## src/rtl/sdram_refsched_pkg.sv

```systemverilog
package sdram_refsched_pkg;

  typedef enum logic {
    MODE_RUN  = 1'b0,
    MODE_SELF = 1'b1
  } rs_mode_e;

  // Clocks per owed refresh, rounded down so the rate never falls short.
  function automatic int unsigned interval_clks(int unsigned hz, int unsigned win_ms,
                                                int unsigned count);
    longint unsigned num;
    num = 64'(hz) * 64'(win_ms);
    return 32'(num / (64'(count) * 64'd1000));
  endfunction

  // Nanoseconds to clocks, rounded up.
  function automatic int unsigned ns_to_clks(int unsigned hz, int unsigned ns);
    longint unsigned num;
    num = 64'(ns) * 64'(hz) + 64'd999_999_999;
    return 32'(num / 64'd1_000_000_000);
  endfunction

endpackage

```

## src/rtl/refsched_interval.sv

```systemverilog
module refsched_interval #(
  parameter int unsigned INTERVAL = 781
) (
  input  logic clk,
  input  logic rst_n,
  input  logic run_en,
  input  logic restart,
  output logic tick_o
);
  localparam int unsigned TW = (INTERVAL > 2) ? $clog2(INTERVAL) : 1;
  localparam logic [TW-1:0] RELOAD = TW'(INTERVAL - 1);

  logic [TW-1:0] cnt_q, cnt_d;
  logic          cnt_en;

  always_comb begin
    tick_o = run_en && (cnt_q == '0);
    cnt_en = restart || run_en;
    cnt_d  = cnt_q;
    if (restart)     cnt_d = RELOAD;
    else if (tick_o) cnt_d = RELOAD;
    else if (run_en) cnt_d = cnt_q - 1'b1;
  end

  always_ff @(posedge clk or negedge rst_n) begin
    if (!rst_n)      cnt_q <= RELOAD;
    else if (cnt_en) cnt_q <= cnt_d;
  end

  generate
    if (INTERVAL > 1) begin : g_spacing
      assert_tick_spacing_R2: assert property (@(posedge clk) disable iff (!rst_n)
        tick_o |=> !tick_o);
      assert_restart_fresh_R8: assert property (@(posedge clk) disable iff (!rst_n)
        restart |=> !tick_o);
    end
  endgenerate

endmodule

```

## src/rtl/refsched_backlog.sv

```systemverilog
module refsched_backlog #(
  parameter int unsigned MAX = 8,
  localparam int unsigned CW = $clog2(MAX + 1)
) (
  input  logic          clk,
  input  logic          rst_n,
  input  logic          tick,
  input  logic          take,
  input  logic          flush,
  output logic [CW-1:0] count_o,
  output logic          pending_o,
  output logic          urgent_o
);
  localparam logic [CW-1:0] FULL = CW'(MAX);

  logic [CW-1:0] cnt_q, cnt_d;
  logic          cnt_en;

  always_comb begin
    cnt_en = tick || take || flush;
    cnt_d  = cnt_q;
    if (flush) begin
      cnt_d = '0;
    end else begin
      unique case ({tick, take})
        2'b10:   if (cnt_q != FULL) cnt_d = cnt_q + 1'b1;
        2'b01:   if (cnt_q != '0)   cnt_d = cnt_q - 1'b1;
        default: cnt_d = cnt_q;
      endcase
    end
  end

  always_ff @(posedge clk or negedge rst_n) begin
    if (!rst_n)      cnt_q <= '0;
    else if (cnt_en) cnt_q <= cnt_d;
  end

  assign count_o   = cnt_q;
  assign pending_o = (cnt_q != '0);
  assign urgent_o  = (cnt_q == FULL);

  assert_no_overflow_R4: assert property (@(posedge clk) disable iff (!rst_n)
    count_o <= FULL);
  assert_saturate_R4: assert property (@(posedge clk) disable iff (!rst_n)
    (tick && !take && !flush && urgent_o) |=> urgent_o);
  assert_grow_R2: assert property (@(posedge clk) disable iff (!rst_n)
    (tick && !take && !flush && !urgent_o) |=> (count_o == $past(count_o) + 1'b1));
  assert_take_R3: assert property (@(posedge clk) disable iff (!rst_n)
    (take && !tick && !flush && pending_o) |=> (count_o == $past(count_o) - 1'b1));

endmodule

```

## src/rtl/refsched_guard.sv

```systemverilog
module refsched_guard #(
  parameter int unsigned TRRC_CLKS = 4,
  parameter int unsigned TSRE_CLKS = 1
) (
  input  logic clk,
  input  logic rst_n,
  input  logic after_ref,
  input  logic after_wake,
  output logic quiet_o
);
  localparam int unsigned HOLD_MAX = TSRE_CLKS + TRRC_CLKS - 1;
  localparam int unsigned HW = $clog2(HOLD_MAX + 2);
  localparam logic [HW-1:0] REF_LOAD  = HW'(TRRC_CLKS - 1);
  localparam logic [HW-1:0] WAKE_LOAD = HW'(HOLD_MAX);

  logic [HW-1:0] hold_q, hold_d;
  logic          hold_en;

  always_comb begin
    hold_en = after_ref || after_wake || (hold_q != '0);
    hold_d  = hold_q;
    if (after_wake)          hold_d = WAKE_LOAD;
    else if (after_ref)      hold_d = REF_LOAD;
    else if (hold_q != '0)   hold_d = hold_q - 1'b1;
  end

  always_ff @(posedge clk or negedge rst_n) begin
    if (!rst_n)       hold_q <= '0;
    else if (hold_en) hold_q <= hold_d;
  end

  assign quiet_o = (hold_q == '0);

  generate
    if (TRRC_CLKS > 1) begin : g_ref_hold
      assert_trrc_hold_R6: assert property (@(posedge clk) disable iff (!rst_n)
        after_ref |=> !quiet_o);
    end
    if (HOLD_MAX > 0) begin : g_wake_hold
      assert_wake_hold_R8: assert property (@(posedge clk) disable iff (!rst_n)
        after_wake |=> !quiet_o);
    end
  endgenerate

endmodule

```

## src/rtl/sdram_refresh_scheduler.sv

```systemverilog
module sdram_refresh_scheduler
  import sdram_refsched_pkg::*;
#(
  parameter int unsigned CLK_HZ      = 50_000_000,
  parameter int unsigned WINDOW_MS   = 64,
  parameter int unsigned REFRESHES   = 4096,
  parameter int unsigned TRRC_NS     = 70,
  parameter int unsigned TSRE_CLKS   = 1,
  parameter int unsigned BACKLOG_MAX = 8,
  parameter int unsigned RST_STAGES  = 2,
  localparam int unsigned CW = $clog2(BACKLOG_MAX + 1)
) (
  input  logic          clk,
  input  logic          rst_n,
  input  logic          ref_ack_i,
  input  logic          sr_enter_i,
  input  logic          sr_exit_i,
  output logic          ref_req_o,
  output logic          ref_urgent_o,
  output logic [CW-1:0] backlog_o,
  output logic          cmd_ok_o,
  output logic          self_ref_o
);
  localparam int unsigned INTERVAL_CLKS = interval_clks(CLK_HZ, WINDOW_MS, REFRESHES);
  localparam int unsigned TRRC_CLKS     = ns_to_clks(CLK_HZ, TRRC_NS);

  // Reset: asserted at once, released after RST_STAGES clocks.
  logic [RST_STAGES-1:0] rsync_q;
  logic                  rst_int_n;

  always_ff @(posedge clk or negedge rst_n) begin
    if (!rst_n) rsync_q <= '0;
    else        rsync_q <= {rsync_q[RST_STAGES-2:0], 1'b1};
  end
  assign rst_int_n = rsync_q[RST_STAGES-1];

  rs_mode_e mode_q, mode_d;
  logic     quiet, tick, pending;
  logic     enter_ok, ack_ok, exit_ok, running;

  always_comb begin
    running  = (mode_q == MODE_RUN);
    enter_ok = running && quiet && sr_enter_i;
    ack_ok   = running && quiet && pending && ref_ack_i && !enter_ok;
    exit_ok  = (mode_q == MODE_SELF) && sr_exit_i;
    mode_d   = mode_q;
    if (enter_ok)     mode_d = MODE_SELF;
    else if (exit_ok) mode_d = MODE_RUN;
  end

  always_ff @(posedge clk or negedge rst_int_n) begin
    if (!rst_int_n) mode_q <= MODE_RUN;
    else            mode_q <= mode_d;
  end

  refsched_interval #(
    .INTERVAL (INTERVAL_CLKS)
  ) u_interval (
    .clk     (clk),
    .rst_n   (rst_int_n),
    .run_en  (running),
    .restart (enter_ok),
    .tick_o  (tick)
  );

  refsched_backlog #(
    .MAX (BACKLOG_MAX)
  ) u_backlog (
    .clk       (clk),
    .rst_n     (rst_int_n),
    .tick      (tick),
    .take      (ack_ok),
    .flush     (enter_ok),
    .count_o   (backlog_o),
    .pending_o (pending),
    .urgent_o  (ref_urgent_o)
  );

  refsched_guard #(
    .TRRC_CLKS (TRRC_CLKS),
    .TSRE_CLKS (TSRE_CLKS)
  ) u_guard (
    .clk        (clk),
    .rst_n      (rst_int_n),
    .after_ref  (ack_ok),
    .after_wake (exit_ok),
    .quiet_o    (quiet)
  );

  assign ref_req_o  = running && pending;
  assign cmd_ok_o   = running && quiet;
  assign self_ref_o = (mode_q == MODE_SELF);

  assert_self_silent_R7: assert property (@(posedge clk) disable iff (!rst_int_n)
    self_ref_o |-> (!ref_req_o && !cmd_ok_o));
  assert_entry_flush_R7: assert property (@(posedge clk) disable iff (!rst_int_n)
    $rose(self_ref_o) |-> (backlog_o == '0));
  assert_entry_gate_R7: assert property (@(posedge clk) disable iff (!rst_int_n)
    (!self_ref_o && !cmd_ok_o) |=> !self_ref_o);
  assert_stay_self_R9: assert property (@(posedge clk) disable iff (!rst_int_n)
    (self_ref_o && !sr_exit_i) |=> self_ref_o);
  assert_exit_next_R8: assert property (@(posedge clk) disable iff (!rst_int_n)
    (self_ref_o && sr_exit_i) |=> (!self_ref_o && !cmd_ok_o));

endmodule

```

## config.mk

```make
export PLATFORM = sky130hd
export DESIGN_NAME = sdram_refresh_scheduler
export DESIGN_NICKNAME = d
export VERILOG_FILES = /design/src/rtl/sdram_refsched_pkg.sv /design/src/rtl/refsched_interval.sv /design/src/rtl/refsched_backlog.sv /design/src/rtl/refsched_guard.sv /design/src/rtl/sdram_refresh_scheduler.sv
export SDC_FILE = /design/constraint.sdc
export NUM_CORES = 1
export LEC_CHECK = 0
export ABC_AREA = 0
export CORE_MARGIN = 5
export CORE_UTILIZATION = 55
export CTS_BUF_LIST = sky130_fd_sc_hd__clkbuf_16
export DETAILED_ROUTE_END_ITERATION = 6
export GPL_TIMING_DRIVEN = 0
export HOLD_SLACK_MARGIN = 0.06
export PLACE_DENSITY = 0.77
export SLEW_MARGIN = 20
export SYNTH_ARGS = -nofsm -noshare
export SYNTH_HDL_FRONTEND = slang
export SYNTH_SLANG_ARGS = --single-unit
```

## constraint.sdc

```tcl
create_clock -name clk -period 2.4 [get_ports clk]
set_input_delay 0.48 -clock clk [delete_from_list [all_inputs] [get_ports clk]]
set_output_delay 0.48 -clock clk [all_outputs]
set_load 0.05 [all_outputs]
```

==> results.txt <==
- Dividing the synthesized area by the synthesized cell count gives 9.77 um^2.
- Part of the power in registers: 38.7%
- TritonCTS built the clock tree.
* Sort of element at the start of the critical path: flip-flop
* Grt total ovfl: 0
- Clock network power share: 21.8%
* Switching pwr: between 500 and 600 uW
- Most frequent cells in the layout: sky130_fd_sc_hd__nor2_1 (16), sky130_fd_sc_hd__dfrtp_1 (14), sky130_fd_sc_hd__clkdlybuf4s50_1 (9)
* R2r startpoint: u_backlog.count_o[0]$_DFFE_PN0P_
* Pre-antenna DRT Iters: 4
- 0 antenna diodes ended up in the layout.
- #FFs+latches synth: 20
- For flop-to-flop paths, the worst setup slack is 160 ps.
- The signal on the critical path passes through buf_6, nor3_1, and2_1, dlygate4sd2_1.
- The share of the Yosys chip area taken by registers is between 40% and 50%.
- The final layout contains routed wiring with a total length of ~2300 um.
- The routed design could run at a clock period as short as around 2300 ps.
* Share of power burned in combinational logic: slightly below 40%
- Layout overhead on the synthesized area: 24.7%
- For this block, the via count after detailed routing is roughly 940.
- Seq. cell area: slightly above 500 um^2
- Endpoint type of the worst setup path: output port
- The cell family contributing the most delay on the critical path is buffers and inverters.
- Fraction of registers with async set or reset after synthesis: 100%
- Post-route clock period utilization: a little over nine tenths
- Finish-stage setup viols: 0
* Worst-Margin Slew: 746 ps
- Among all flip-flop cells after synthesis, the most frequent one is sky130_fd_sc_hd__dfrtp_1.
* Multi-input combinational cell area: approximately 700 um^2
* Design area: 0.00150 mm^2
- Wire length of the first global-routing pass: 4080 um
* Maximum root-to-sink buffer count: 2
- Cell internal power dissipation: 969 uW
- Data on the critical path arrives at its endpoint at 1850 ps.
- The number of global-route vias before repair came to approximately 970.
- Capture point of the worst reg-to-reg path: u_backlog.count_o[3]$_DFFE_PN0P_
- Total clock buffers created by CTS: 3
- In this run the biggest area consumer among cell types represents 33.3% of the synthesized area.
- Hold buffers post-CTS: 0
* Count of routing violations after the opening detailed-route iteration: 16
- The path class of the tightest hold or removal check is reg -> async.
- In the routed design, unresolved DRC markers number 0.
* Post-detailed-route via-to-cell ratio: 5.65
* Count of mapped cells out of synthesis: 123
* Number of different library cells in the post-synthesis netlist: 39
- At the end of routability-driven placement, the weighted congestion stood at 0.882.
- Pwr dens: 1040 mW/mm^2
- Root Buffer Master: sky130_fd_sc_hd__clkbuf_16
- Area of placed instances: ~0.0014 mm^2
- The floorplan has 17 rows.
* Height of the die: 56.7 um
- Along the worst path, the maximum fanout reaches 8.
* Clk sinks: 20
- Die Outline Area: 0.00322 mm^2
- IR drop worst, VDD: 0.00112 V
* Post-detailed-placement half-perimeter wirelength: between 1500 and 2000 um
- Fill cell instance count of the final layout: ~160
* Max Cap Violations: 0
* Cell with the largest stage delay on the worst path: sky130_fd_sc_hd__dlygate4sd2_1
- Number of H-tree levels: 1
- Yosys printed 0 warnings.
- Entering global routing, the biggest net connects 19 pins.
- In the post-synthesis netlist, the biggest area contributors are sky130_fd_sc_hd__dfrtp_1 (33%), sky130_fd_sc_hd__dfstp_2 (8.8%), sky130_fd_sc_hd__ha_1 (6.3%), sky130_fd_sc_hd__nor2_1 (5.3%), sky130_fd_sc_hd__xor2_1 (4.4%).
- The die is about 57 um wide.
- Status: finished clean
* Buffers on Ports: 12
* Post-Syn Nets: ~130
- Global routing used around 16% of the available tracks across all layers.
- Area of the core region: around 0.0021 mm^2
* Worst relative slew slack: between 50% and 60%
- In this run the count of I/O pins placed on the die edge is 13.
- The number of max-slew violations in the final report came to 0.
- The number of antenna violations at the first check in global routing is 0.
- Cell Area, Synth: between 0.001 and 0.0015 mm^2
- For this run, the slowest stage of the critical path takes ~520 ps.
- Data required time at the worst endpoint: 1920 ps
- The library cell used most frequently in the layout, excluding fill and tap cells, is sky130_fd_sc_hd__nor2_1.
- Buffers plus inverters on the worst setup path: 2
- Antenna viol nets, final: 0
- The worst setup path is of the reg -> out kind.
- Overall power after layout: 1560 uW
- Initial cell density of the core: around 56%
- Static Leak: ~0.00066 uW
- Setup Skew: approximately 2.7 ps
- After clock tree synthesis, the clock-pin slew on the worst setup and hold paths is 50 ps.
* Library cell occupying the most area in the post-synthesis netlist: sky130_fd_sc_hd__dfrtp_1
- Number of cell instances on the worst register-to-register path: 9
* Skew-Pair Late Insertion Delay: between 200 and 300 ps
- After detailed routing, the average wire length per cell comes to between 10 and 15 um.
* Layout Nets: around 150
* Number of enable flip-flop cells after synthesis: 0
* Hold violation total from the final report: 0
* Net Sw Frac: 38.1%
- Share of cells above drive strength 1: 21.6%
- Timing would allow up to ~430 MHz.
[Yosys cell counts, types with 2 or more instances]
master / number
sky130_fd_sc_hd__a21oi_1: 6
sky130_fd_sc_hd__a22oi_1: 2
sky130_fd_sc_hd__a31oi_1: 2
sky130_fd_sc_hd__buf_2: 3
sky130_fd_sc_hd__clkbuf_1: 2
sky130_fd_sc_hd__dfrtp_1: 16
sky130_fd_sc_hd__dfstp_2: 4
sky130_fd_sc_hd__ha_1: 6
sky130_fd_sc_hd__inv_1: 6
sky130_fd_sc_hd__nand2_1: 8
sky130_fd_sc_hd__nand3_1: 6
sky130_fd_sc_hd__nor2_1: 17
sky130_fd_sc_hd__nor2b_1: 2
sky130_fd_sc_hd__nor3_1: 3
sky130_fd_sc_hd__nor4_1: 3
sky130_fd_sc_hd__o21a_1: 2
sky130_fd_sc_hd__o21ai_0: 4
sky130_fd_sc_hd__xnor2_1: 5
sky130_fd_sc_hd__xor2_1: 6
[area by class of cell]
cell class	instances	share of cell area (%)
plain buffers	4	2.09
repair buffers	13	8.27
well taps	28	2.34
multi-input cells	92	46.6
flip-flops and latches	20	33.9
inverters	6	1.50
clock buffers	3	5.01
clock inverters	1	0.251
[cell families (layout without fill, tap and decap cells)]
kind of cell / Yosys count / count (layout) / share of synthesized area (%)
AO/OA/AOI/OAI: 21 / 21 / 11.7
XOR/XNOR: 11 / 11 / 8.02
adder cells (fa/ha/maj): 6 / 6 / 6.25
buffers and inverters: 11 / 27 / 3.75
flip-flops: 20 / 20 / 42.1
multiplexers: 2 / 2 / 2.71
other: 1 / 1 / 0.312
AND/OR/NAND/NOR: 51 / 51 / 25.2
[worst max-delay path by stage]
stage	from	endpoint	slack, ps	cells past startpoint
floorplan	u_backlog.count_o[1]$_DFFE_PN0P_	u_backlog.count_o[3]$_DFFE_PN0P_	30	9
global placement	sr_enter_i	u_backlog.count_o[3]$_DFFE_PN0P_	-220	9
detailed placement	u_guard.hold_q[0]$_DFFE_PN0P_	u_backlog.count_o[3]$_DFFE_PN0P_	-270	12
CTS	u_guard.hold_q[0]$_DFFE_PN0P_	u_backlog.count_o[3]$_DFFE_PN0P_	3	11
global route	u_backlog.count_o[0]$_DFFE_PN0P_	ref_urgent_o	-50	4
finish	u_backlog.count_o[0]$_DFFE_PN0P_	ref_urgent_o	70	4
[state kept, by name (all words and copies together) (netlist names)]
signal and flops:
u_interval.cnt_q 10, self_ref_o 1, rsync_q 2, u_backlog.count_o 4
u_guard.hold_q 3
[per-stage QoR]
step	utilization (%)	worst slack, ps	std cells	hold WS (ps)	TNS (ps)
4_1_cts	67.7	2.53	166	337	0
3_3_place_gp	63.9	-225	163	318	-354
5_1_grt	69.7	-54.7	167	376	-54.7
3_5_place_dp	63.9	-266	163	325	-577
6_report	69.7	65.7	167	310	0
2_1_floorplan	-	28.4	123	184	0
[power groups by stage]
stage | combinational, uW | sequential, uW | clock, uW
after CTS | 604 | 603 | 347
after global routing | 710 | 622 | 364
after global placement | 573 | 601 | 0
after floorplan | 446 | 609 | 0
after detailed placement | 594 | 608 | 0
final | 618 | 606 | 341
[metal layers]
| metal | track usage (%) | up-vias | routed length, um |
|---|---|---|---|
| met5 | 0 | - | 0 |
| met4 | 3.64 | 0 | 20 |
| met3 | 3.45 | 2 | 86 |
| met2 | 26.6 | 12 | 1130 |
| met1 | 20.5 | 463 | 1090 |
| li1 | - | 466 | - |
[timing repair]
action	4_1_cts	5_1_grt
resized for setup	6	7
pin swaps	0	4
endpoints found under the setup margin	6	1
buffers inserted	0	1
Power figures use the tool's default switching activity.
